===== config.mk =====
export PLATFORM = sky130hd
export DESIGN_NAME = i2c_irq_combiner
export DESIGN_NICKNAME = d
export VERILOG_FILES = /design/src/rtl/i2c_irq_pkg.sv /design/src/rtl/i2c_irq_chan.sv /design/src/rtl/i2c_irq_rd_mux.sv /design/src/rtl/i2c_irq_combiner.sv
export SDC_FILE = /design/constraint.sdc
export NUM_CORES = 1
export LEC_CHECK = 0
export ABC_CLOCK_PERIOD_IN_PS = 3600
export CAP_MARGIN = 30
export CORE_MARGIN = 2
export CORE_UTILIZATION = 60
export CTS_CLUSTER_SIZE = 14
export DETAILED_ROUTE_END_ITERATION = 16
export PLACE_DENSITY_LB_ADDON = 0.12
export SETUP_SLACK_MARGIN = 0.15
export SYNTH_ARGS = -nofsm -noshare
export SYNTH_HDL_FRONTEND = slang
export SYNTH_HIERARCHICAL = 1
export SYNTH_SLANG_ARGS = --single-unit

===== constraint.sdc =====
create_clock -name clk_i -period 3.6 [get_ports clk_i]
set_input_delay 0.72 -clock clk_i [delete_from_list [all_inputs] [get_ports clk_i]]
set_output_delay 0.72 -clock clk_i [all_outputs]
set_load 0.01 [all_outputs]

===== src/rtl/i2c_irq_pkg.sv =====
package i2c_irq_pkg;
  typedef enum logic [1:0] {
    SEL_PEND = 2'd0,
    SEL_EN   = 2'd1,
    SEL_STS  = 2'd2,
    SEL_NONE = 2'd3
  } reg_sel_e;

  // status bit positions decoded by the channel sequencers
  localparam int EV_ACK      = 0;
  localparam int EV_NAK      = 1;
  localparam int EV_RX_DONE  = 2;
  localparam int EV_ARB_LOSS = 3;
  localparam int EV_STOP     = 4;
  localparam int EV_BAD_STOP = 5;
  localparam int EV_SCL_TO   = 6;
  localparam int EV_RECOVER  = 13;
  localparam int EV_SDA_TO   = 14;
endpackage


===== src/rtl/i2c_irq_chan.sv =====
module i2c_irq_chan
  import i2c_irq_pkg::*;
#(
  parameter int STS_W = 15,
  parameter int DW    = 32
) (
  input  logic             clk_i,
  input  logic             rst_ni,
  input  logic [STS_W-1:0] evt_i,
  input  logic             raise_i,
  input  logic             rx_pend_i,
  input  logic             en_we_i,
  input  logic             sts_we_i,
  input  logic [DW-1:0]    wdata_i,
  output logic [STS_W-1:0] en_o,
  output logic [STS_W-1:0] sts_o,
  output logic             pend_o,
  output logic             fetch_o
);
  logic [STS_W-1:0] en_q, sts_q, sts_d, clr, merged;
  logic             pend_q, pend_d, fetch_q, fetch_d, do_raise;

  assign clr      = sts_we_i ? wdata_i[STS_W-1:0] : '0;
  // events win over a clear of the same bit
  assign merged   = (sts_q & ~clr) | evt_i;
  assign do_raise = raise_i | fetch_q;
  assign sts_d    = do_raise ? (merged & en_q) : merged;
  assign fetch_d  = sts_we_i & wdata_i[EV_RX_DONE] & sts_q[EV_RX_DONE] & rx_pend_i;

  always_comb begin
    pend_d = pend_q;
    if (do_raise && (|sts_d))       pend_d = 1'b1;
    else if (sts_we_i && !(|sts_d)) pend_d = 1'b0;
  end

  always_ff @(posedge clk_i or negedge rst_ni) begin
    if (!rst_ni) begin
      en_q    <= '0;
      sts_q   <= '0;
      pend_q  <= 1'b0;
      fetch_q <= 1'b0;
    end else begin
      if (en_we_i) en_q <= wdata_i[STS_W-1:0];
      sts_q   <= sts_d;
      pend_q  <= pend_d;
      fetch_q <= fetch_d;
    end
  end

  assign en_o    = en_q;
  assign sts_o   = sts_q;
  assign pend_o  = pend_q;
  assign fetch_o = fetch_q;


  sts_src_chk: assert property (@(posedge clk_i) disable iff (!rst_ni)
    ((sts_q & ~$past(sts_q) & ~$past(evt_i)) == '0));

  raise_mask_chk: assert property (@(posedge clk_i) disable iff (!rst_ni)
    $past(raise_i || fetch_q) |-> ((sts_q & ~$past(en_q)) == '0));

  pend_rise_chk: assert property (@(posedge clk_i) disable iff (!rst_ni)
    $rose(pend_q) |-> $past(raise_i || fetch_q));

  pend_fall_chk: assert property (@(posedge clk_i) disable iff (!rst_ni)
    $fell(pend_q) |-> ($past(sts_we_i) && (sts_q == '0)));

  fetch_src_chk: assert property (@(posedge clk_i) disable iff (!rst_ni)
    fetch_q |-> ($past(sts_q[EV_RX_DONE]) && $past(rx_pend_i) && $past(sts_we_i)));
endmodule


===== src/rtl/i2c_irq_rd_mux.sv =====
module i2c_irq_rd_mux
  import i2c_irq_pkg::*;
#(
  parameter int NUM_CH = 14,
  parameter int STS_W  = 15,
  parameter int DW     = 32,
  parameter int CHW    = 4
) (
  input  logic [1:0]                   sel_i,
  input  logic [CHW-1:0]               ch_i,
  input  logic [NUM_CH-1:0]            pend_i,
  input  logic [NUM_CH-1:0][STS_W-1:0] en_i,
  input  logic [NUM_CH-1:0][STS_W-1:0] sts_i,
  output logic [DW-1:0]                data_o
);
  logic ch_ok;
  assign ch_ok = (int'(ch_i) < NUM_CH);

  always_comb begin
    data_o = '0;
    unique case (reg_sel_e'(sel_i))
      SEL_PEND: data_o[NUM_CH-1:0] = pend_i;
      SEL_EN:   if (ch_ok) data_o[STS_W-1:0] = en_i[ch_i];
      SEL_STS:  if (ch_ok) data_o[STS_W-1:0] = sts_i[ch_i];
      default:  data_o = '0;
    endcase
  end
endmodule


===== src/rtl/i2c_irq_combiner.sv =====
module i2c_irq_combiner
  import i2c_irq_pkg::*;
#(
  parameter  int NUM_CH = 14,
  parameter  int STS_W  = 15,
  parameter  int DW     = 32,
  localparam int CHW    = (NUM_CH > 1) ? $clog2(NUM_CH) : 1
) (
  input  logic                    clk_i,
  input  logic                    rst_ni,
  input  logic [NUM_CH*STS_W-1:0] evt_i,
  input  logic [NUM_CH-1:0]       raise_i,
  input  logic [NUM_CH-1:0]       rx_pend_i,
  input  logic                    wr_valid_i,
  input  logic [1:0]              wr_sel_i,
  input  logic [CHW-1:0]          wr_ch_i,
  input  logic [DW-1:0]           wr_data_i,
  input  logic [1:0]              rd_sel_i,
  input  logic [CHW-1:0]          rd_ch_i,
  output logic [DW-1:0]           rd_data_o,
  output logic                    irq_o,
  output logic [NUM_CH-1:0]       rx_fetch_o
);
  logic [NUM_CH-1:0][STS_W-1:0] en_all, sts_all;
  logic [NUM_CH-1:0]            pend_all;
  logic                         wr_en, wr_sts;

  assign wr_en  = wr_valid_i && (reg_sel_e'(wr_sel_i) == SEL_EN);
  assign wr_sts = wr_valid_i && (reg_sel_e'(wr_sel_i) == SEL_STS);

  for (genvar c = 0; c < NUM_CH; c++) begin : g_ch
    logic hit;
    assign hit = (wr_ch_i == CHW'(c));

    i2c_irq_chan #(.STS_W(STS_W), .DW(DW)) i_chan (
      .clk_i     (clk_i),
      .rst_ni    (rst_ni),
      .evt_i     (evt_i[c*STS_W +: STS_W]),
      .raise_i   (raise_i[c]),
      .rx_pend_i (rx_pend_i[c]),
      .en_we_i   (wr_en && hit),
      .sts_we_i  (wr_sts && hit),
      .wdata_i   (wr_data_i),
      .en_o      (en_all[c]),
      .sts_o     (sts_all[c]),
      .pend_o    (pend_all[c]),
      .fetch_o   (rx_fetch_o[c])
    );
  end

  i2c_irq_rd_mux #(.NUM_CH(NUM_CH), .STS_W(STS_W), .DW(DW), .CHW(CHW)) i_rd_mux (
    .sel_i  (rd_sel_i),
    .ch_i   (rd_ch_i),
    .pend_i (pend_all),
    .en_i   (en_all),
    .sts_i  (sts_all),
    .data_o (rd_data_o)
  );

  assign irq_o = |pend_all;


  irq_fall_chk: assert property (@(posedge clk_i) disable iff (!rst_ni)
    $fell(irq_o) |-> $past(wr_valid_i && (reg_sel_e'(wr_sel_i) == SEL_STS)));
endmodule


# ---- After elaboration in Yosys (flattened, before gate mapping)
# Cells that the tools add are included.
# Widths: inputs -> output; s select.
dict set report word_totals {
  ff_bits 448
  inputBits 285
  output_inout_bits 47
  elab_cells 354
}
dict set report classes {
  order_cmp 2
  eq_ne 17
  mux 64
  bitwise_logic 112
  n_reduce_logical 103
}
# op n
set ops {}
lappend ops {{$mux 15} 32}
lappend ops {{$and 15x15->15} 28}
lappend ops {{$not 15->15} 14}
lappend ops {{$or 15x15->15} 14}
lappend ops {{$reduce_or 15->1} 14}
lappend ops {{$bmux 15 s4} 2}
lappend ops {{$logic_and 1x1->1} 58}
lappend ops {{$and 1x1->1} 42}
lappend ops {{$pmux 14 s3} 1}
lappend ops {{$mux 1} 28}
lappend ops {{$reduce_bool 2->1} 14}
lappend ops {{$eq 4x4->1 const B} 6}
lappend ops {{$eq 4x3->1 const B} 4}
lappend ops {{$logic_not 1->1} 14}
lappend ops {{$or 1x1->1} 14}
lappend ops {{$reduce_or 14->1} 1}
lappend ops {{$eq 4x2->1 const B} 2}
lappend ops {{$lt 4x5->1 const B} 1}
lappend ops {{$eq 2x1->1 const B} 2}
lappend ops {{$eq 2x2->1 const B} 2}
lappend ops {{$eq 4x1->1 const B} 1}
lappend ops {{$logic_not 4->1} 1}
lappend ops {{$lt 4x4->1 const B} 1}
lappend ops {{$logic_not 2->1} 1}
lappend ops {{$pmux 1 s2} 1}

# ---- Logic depth before layout (Yosys ltp)
# Gate-level depths: netlist of run 1.
dict set report depth {
  word_depth 14
  mapped_depth 10
  mapped_depth_nobuf 7
}

# ---- By module
# Netlist of run 1, hierarchy kept.
# module instances cells_each area_per_inst_um2 seq_area_each_um2
set modules_own_cells {}
lappend modules_own_cells {i2c_irq_chan 14 145 1405.1 800.8}
lappend modules_own_cells {i2c_irq_rd_mux 1 462 4096.4 0.0}
lappend modules_own_cells {i2c_irq_combiner 1 48 301.5 0.0}

# ---- Worst setup path before layout of run 1
# No wires, ideal clock.
dict set report synth_path {
  kind {input to output}
  from {in rd_ch_i[2]}
  to {out rd_data_o[7]}
  arrival_time_ps 2148
  required_time_ps 2880
  slack_ps 732
  stages 7
  n_path_buf 3
  cell_sequence {buf_2 -> buf_6 -> buf_2 -> mux4_2 -> a22o_1 -> a2111oi_0 -> a31oi_1}
}
dict set report synth_via {
  elab_chain_len 4
  elab_cells_between_ends 8
  classes_between {1 x order compare; 7 x mux}
}
# item line
set synth_rtl {}
lappend synth_rtl {{from (decl)} i2c_irq_combiner.sv:19} ;# input logic [CHW-1:0] rd_ch_i,
lappend synth_rtl {{$bmux 15 s4 (on tied branches)} {i2c_irq_rd_mux.sv:24, i2c_irq_rd_mux.sv:23}}
lappend synth_rtl {{$mux 15 (on tied branches) (2 in series)} {i2c_irq_rd_mux.sv:24, i2c_irq_rd_mux.sv:23}}
lappend synth_rtl {{$pmux 14 s3 (*)} i2c_irq_rd_mux.sv:21} ;# unique case (reg_sel_e'(sel_i))
lappend synth_rtl {{to (decl)} i2c_irq_combiner.sv:20} ;# output logic [DW-1:0] rd_data_o,
# Every way passes the cells marked *; elsewhere a longest branch is shown, timed or not. The select of a mux whose other input is x is not followed.

# ---- Worst setup path after layout of run 1
dict set report layout_path {
  from {reg g_ch[7].i_chan.en_q[9]}
  to {out rd_data_o[9]}
}
dict set report layout_via {
  elab_chain_len 4
}
# item line
set layout_rtl {}
lappend layout_rtl {{from (decl)} i2c_irq_chan.sv:20} ;# logic [STS_W-1:0] en_q, sts_q, sts_d, clr, merged;
lappend layout_rtl {{from (signal assigned)} i2c_irq_chan.sv:43} ;# if (en_we_i) en_q <= wdata_i[STS_W-1:0];
lappend layout_rtl {{$bmux 15 s4} i2c_irq_rd_mux.sv:23} ;# SEL_EN: if (ch_ok) data_o[STS_W-1:0] = en_i[ch_i];
lappend layout_rtl {{$mux 15 (not written as such)} i2c_irq_rd_mux.sv:23}
lappend layout_rtl {{$mux 15} i2c_irq_rd_mux.sv:23}
lappend layout_rtl {{$pmux 14 s3} i2c_irq_rd_mux.sv:21}
# Every way passes these cells. The select of a mux whose other input is x is not followed.

==> results of run 1 <==
-- cells in the final DEF, fill, tap and decap left out, types with 12 or more instances in the layout --
master	n
inv_1	141
o21ai_0	165
dfrtp_1	442
a22o_1	13
a21boi_2	14
o22a_1	28
mux4_2	30
a21oi_1	184
o22ai_1	78
and4_1	14
a41oi_1	14
a222oi_1	14
conb_1	17
buf_4	193
mux2_2	145
a21oi_2	15
or2_0	14
nand4_1	44
clkdlybuf4s50_1	273
mux2i_1	92
clkbuf_16	51
nor3_1	29
nand2_1	298
buf_12	30
a2111oi_2	13
a21boi_1	14
nor3_2	28
nor2_1	383
nor4_1	17
o31ai_1	15
o221ai_1	14
a211oi_1	12
nor2b_1	45
-- cell families (layout without fill, tap and decap cells) --
logic type	count (synthesis)	count (layout)	synth area share [%]
compound gates	630	630	16.6
fa+ha+maj	4	4	0.208
buf+inv	285	760	6.17
other cells	1	22	0.0156
mux	274	274	14.2
flops	448	448	46.6
simple gates	898	899	16.2
-- state kept, by name (all words and copies together) (netlist names) --
signal	flops
g_ch.i_chan/en_o	210
g_ch.i_chan/fetch_o	14
g_ch.i_chan/pend_o	14
g_ch.i_chan/sts_o	210
-- through the flow --
| step | std cells | area, um2 |
|---|---|---|
| 2_1_floorplan | 2556 | 24100 |
| 3_3_place_gp | 3453 | 28900 |
| 3_5_place_dp | 3454 | 28900 |
| 4_1_cts | 3551 | 30900 |
| 5_1_grt | 3557 | 31100 |
| 6_report | 3562 | 31100 |
-- timing repair --
action	in CTS	in global routing
buffers inserted	9	3
pin swaps	5	10
gates cloned	1	3
gates resized for setup	109	45
endpoints found under the setup margin	15	15
-- layout make-up --
cell class	instances	share of cell area, %
Inverter	144	1.75
Multi-Input combinational cell	1824	38.2
Sequential cell	448	36.1
Clock inverter	24	0.801
Antenna cell	5	0.0402
Tap cell	525	2.11
Timing Repair Buffer	529	16.6
Clock buffer	63	4.37
-- power breakdown --
part,total [mW],internal [mW],switching [mW]
clock network,5.11,2.95,2.16
logic,3.21,1.45,1.77
registers,6.59,5.76,0.832
-- critical path: stages (launching register included) --
cell and delay [ps]:
dfrtp_1 440, mux4_2 550, a22o_1 240, a2111oi_1 400, buf_4 210, a31oi_2 50, clkdlybuf4s15_2 240
-- final timing paths --
path / to / slack, ps / cells after the start
max: rd_data_o[9] / 170 / 6
min: g_ch[12].i_chan/sts_o[13] / 250 / 1
max reg2reg: g_ch[0].i_chan/pend_o / 1610 / 5
min reg2reg: g_ch[8].i_chan/sts_o[14] / 530 / 2
max in group asynchronous: g_ch[0].i_chan/en_o[1] / 2440 / 2
min in group clk_i: g_ch[8].i_chan/sts_o[14] / 530 / 2
-- per-layer routing --
layer | part of all wire (%) | GRT usage, % | up-vias
met5 | 0 | 0 | -
met4 | 8.6 | 33.1 | 0
met3 | 13 | 11.3 | 542
met2 | 44 | 72.9 | 2143
met1 | 35 | 60.9 | 11500
li1 | - | - | 9924
==> impl_results.md, run 1 <==
- Status: finished, final reports clean
- Pre-CTS WS: -708 ps
- Pins over their slew limit: 0
- RSZ-0062 raised after global routing: true
- Die Height: 204 um
- Starting Density: 60.7%
- Routed len/inst: 28.3 um
- Synth Flop Type: dfrtp_1
- CTS tree: yes
- Critical path class: reg2out
- Post-synth EDFFs: 0
- Core Area: 0.0396 mm2
- R2r startpoint: g_ch[0].i_chan/sts_o[3]
- Clk buf depth: 3
- Final Skew: 13.1 ps
- Area contributors post-synth: dfrtp_1 47%, mux2_2 6.8%, nor2_1 6.0%
- DIE AREA: 0.0417 mm2
- CP startpoint: g_ch[7].i_chan/en_o[9]
- Area of the multi-input gates: 0.0119 mm2
- Post-synthesis cell type count: 55
- Worst EP required: 2880 ps
- Worst-Margin Slew: 1030 ps
- Final Hold Viols: 0
- Nets: 3,284
- Hold Buf Count CTS: 0
- Routed WL: 101,000 um
- Drt drc: 0
- Final setup viols: 0
- Worst skew pair latency: 600 ps
- Total GRT Usage: 47.9%
- Synth Register Bits: 448
- CP endpoint kind: output port
- Gpl congestion: 1.05
- First-pass GRT wire length: 147,000 um
- Setup TNS Final: 0 ps
- Drt pass-1 iters: 6
- Layout cells sized above 1: 20.3%
- Worst hold path class: in2async
- Total power: 14.9 mW
- Grt ovf: 0
- Largest net degree at the start of global routing: 109
- WP data arrival: 2710 ps
- Synth Area per Inst: 9.48 um2
- Reg clk slew, reported paths: 60 ps
- Synth cell count leaders: 448 x dfrtp_1, 384 x nor2_1, 299 x nand2_1
- Gate Count Post-Synth: 2,540
- ANT nets after route: 0
- Core Rows: 73
- Slew headroom: 31.4%
- Clock Sinks: 448
- Port bufs: 297
- I/O Pins: 332
- Root Buffer: clkbuf_16
- Async set-reset flop share out of synthesis: 100%
- Total clock buffers created by CTS: 48
- Crit path time final: 3430 ps
- Post-Syn Area: 0.0241 mm2
- PnR worst setup slack: 167 ps
- CP startpoint kind: flip-flop
- Via count: 24.1k
- LEAKAGE: 13.0 nW
- Register Area: 0.0112 mm2
- FILL cells: 2,540
- Cell area power density: 480 mW/mm2
- Area Growth Syn to Fin: 29.2%
- Ys Warns: 6
- Yosys top cell by area: dfrtp_1
- Top-count cell post-synth: dfrtp_1
- Sequential area share after synthesis: 46.6%
- Period Utilization, post-route: 95.4%
- Crit-path max FO: 3
- Max-cap viol count: 0
- Die Wd: 204 um
- Via density: 6.77
- H-tree depth: 2
- Vias in the first global route: 23.9k
- Fmax: 291 MHz
- Detailed placement HPWL: 71,800 um
- Peak VDD IR: 0.416 mV
- Initial drt markers: 3,313
- Initial antenna violation count: 4
- Util after Layout: 78.5%
- Min Hold Slack: 250 ps
- Top cell type's share of synthesized area: 46.6%
Power figures use the tool's default switching activity.
==> run 2: changes to the inputs <==
--- a/config.mk
+++ b/config.mk
@@ -8,12 +8,14 @@
 export ABC_CLOCK_PERIOD_IN_PS = 3600
 export CAP_MARGIN = 30
 export CORE_MARGIN = 2
-export CORE_UTILIZATION = 60
+export CORE_UTILIZATION = 62
+export CTS_BUF_LIST = sky130_fd_sc_hd__clkbuf_8
 export CTS_CLUSTER_SIZE = 14
 export DETAILED_ROUTE_END_ITERATION = 16
-export PLACE_DENSITY_LB_ADDON = 0.12
+export PLACE_DENSITY = 0.89
 export SETUP_SLACK_MARGIN = 0.15
 export SYNTH_ARGS = -nofsm -noshare
 export SYNTH_HDL_FRONTEND = slang
 export SYNTH_HIERARCHICAL = 1
 export SYNTH_SLANG_ARGS = --single-unit
+export TNS_END_PERCENT = 100
==> run 2 against run 1 <==
  * Non-clock buffer count up 14
  * Combinational power up 4%
  * Via count up 1.8%
  * Critical path depth unchanged
==> impl_results.md, run 2 (same netlist as run 1, synthesis figures left out) <==
- Die Height: 201 um
- WP data arrival: 2750 ps
- Register Area: 0.0112 mm2
- ANT nets after route: 0
- Via count: 24.5k
- Crit path time final: 3470 ps
- Layout cells sized above 1: 22.2%
- Total GRT Usage: 49.9%
- Met2 WL post-DR: 44,600 um
- Worst hold path class: in2async
- Pins over their slew limit: 0
- RSZ-0062 raised after global routing: true
- Initial drt markers: 3,477
- Die Wd: 201 um
- Area of the multi-input gates: 0.0120 mm2
- Clk buf depth: 3
- Core Rows: 72
- Setup TNS Final: 0 ps
- Drt drc: 0
- Via density: 6.79
- Dpl cell area: 0.0288 mm2
- Met3 WL: 14,400 um
- Status: finished, final reports clean
- Final setup viols: 0
- I/O Pins: 332
- Period Utilization, post-route: 96.3%
- Worst skew pair latency: 660 ps
- Drt pass-1 iters: 9
- CTS tree: yes
- Area Growth Syn to Fin: 30.2%
- CP startpoint kind: flip-flop
- Grt ovf: 0
- Routed WL: 102,000 um
- Routed len/inst: 28.3 um
- Slew headroom: 38.3%
- Worst EP required: 2880 ps
- FILL cells: 2,162
- Commonest non-fill, non-tap cell in the layout: dfrtp_1
- Final Hold Viols: 0
- LEAKAGE: 13.2 nW
- H-tree depth: 3
- CP endpoint kind: output port
- Reg clk slew, reported paths: 60 ps
- Final Skew: 31.4 ps
- Nets: 3,325
- First-pass GRT wire length: 150,000 um
- Final instance area: 0.0313 mm2
- Worst-Margin Slew: 926 ps
- Largest net degree at the start of global routing: 92
- DIE AREA: 0.0404 mm2
- Gpl congestion: 1.04
- Peak VDD IR: 0.408 mV
- Fmax: 288 MHz
- Critical path class: reg2out
- Cell area power density: 478 mW/mm2
- Hold Buf Count CTS: 0
- Vias in the first global route: 24.2k
- Starting Density: 62.6%
- Detailed placement HPWL: 72,000 um
- Util after Layout: 81.5%
- M1 WL: 34,400 um
- Crit-path max FO: 2
- Max layer used: met5
- Root Buffer: clkbuf_8
- Max-cap viol count: 0
- Clock Sinks: 448
- Commonest cells after routing, fill and taps aside: 447 x dfrtp_1, 382 x nor2_1, 299 x nand2_1, 274 x clkdlybuf4s50_1, 212 x buf_4
- Port bufs: 297
- Initial antenna violation count: 3
- Total clock buffers created by CTS: 76
- Core Area: 0.0385 mm2
run 2: cell count changes in the layout (fill, tap and decap cells not counted), moves of 6 or more:
cell	before	now
buf_4	193	212
clkbuf_1	6	0
clkbuf_16	51	1
clkbuf_2	10	3
clkbuf_8	8	101
inv_1	141	157
mux2i_1	92	85
mux2i_2	0	7
o21ai_0	165	152
o21ai_1	2	13
run 2: through the flow:
step / setup WS [ps] / hold WS (ps) / instances / power (mW)
6_report: 133 / 56.2 / 3614 / 15.0
5_1_grt: 88.1 / 90.7 / 3612 / 15.3
4_1_cts: 151 / 75.2 / 3602 / 14.7
3_5_place_dp: -734 / 511 / 3447 / 9.55
3_3_place_gp: -709 / 497 / 3447 / 9.43
2_1_floorplan: 732 / 424 / 2556 / 7.78
run 2: metal layers:
layer	up-vias	track usage (%)
met2	2307	76.0
met5	-	0
met4	2	33.4
li1	9979	-
met1	11700	62.7
met3	595	13.7
run 2: power by group:
group	internal [mW]	switching, mW	total, mW
sequential	5.76	0.848	6.60
clock	2.80	2.24	5.04
combinational	1.49	1.84	3.33
run 2: area by class of cell:
| class | count | share of cell area, % |
|---|---|---|
| Antenna cell | 3 | 0.0240 |
| Multi-Input combinational cell | 1823 | 38.4 |
| Clock inverter | 34 | 0.854 |
| Clock buffer | 101 | 4.44 |
| Timing Repair Buffer | 543 | 16.7 |
| Tap cell | 518 | 2.07 |
| Inverter | 144 | 1.72 |
| Sequential cell | 448 | 35.8 |
run 2: final timing paths:
path	endpoint	from	slack [ps]	depth (start not counted)
hold / removal	g_ch[12].i_chan/sts_o[2]	rst_ni	60	1
max in group asynchronous	g_ch[1].i_chan/sts_o[2]	rst_ni	2550	2
setup / recovery	rd_data_o[6]	g_ch[7].i_chan/en_o[6]	130	6
min in group clk_i	g_ch[8].i_chan/sts_o[14]	g_ch[8].i_chan/en_o[14]	530	2
setup reg to reg	g_ch[6].i_chan/pend_o	g_ch[6].i_chan/fetch_o	1720	5
hold reg to reg	g_ch[8].i_chan/sts_o[14]	g_ch[8].i_chan/en_o[14]	530	2
run 2: critical path: stages, from the launching register on:
cell and delay, ps:
dfrtp_1 440, mux4_2 570, a22o_1 280, a2111oi_2 330, buf_4 170, a31oi_2 60, clkdlybuf4s15_1 260
run 2: what timing repair did:
action | 4_1_cts | 5_1_grt
pin swaps | 10 | 9
resized for setup | 146 | 37
cloned | 2 | 1
endpoints found under the setup margin | 15 | 15
setup buffers | 18 | 8
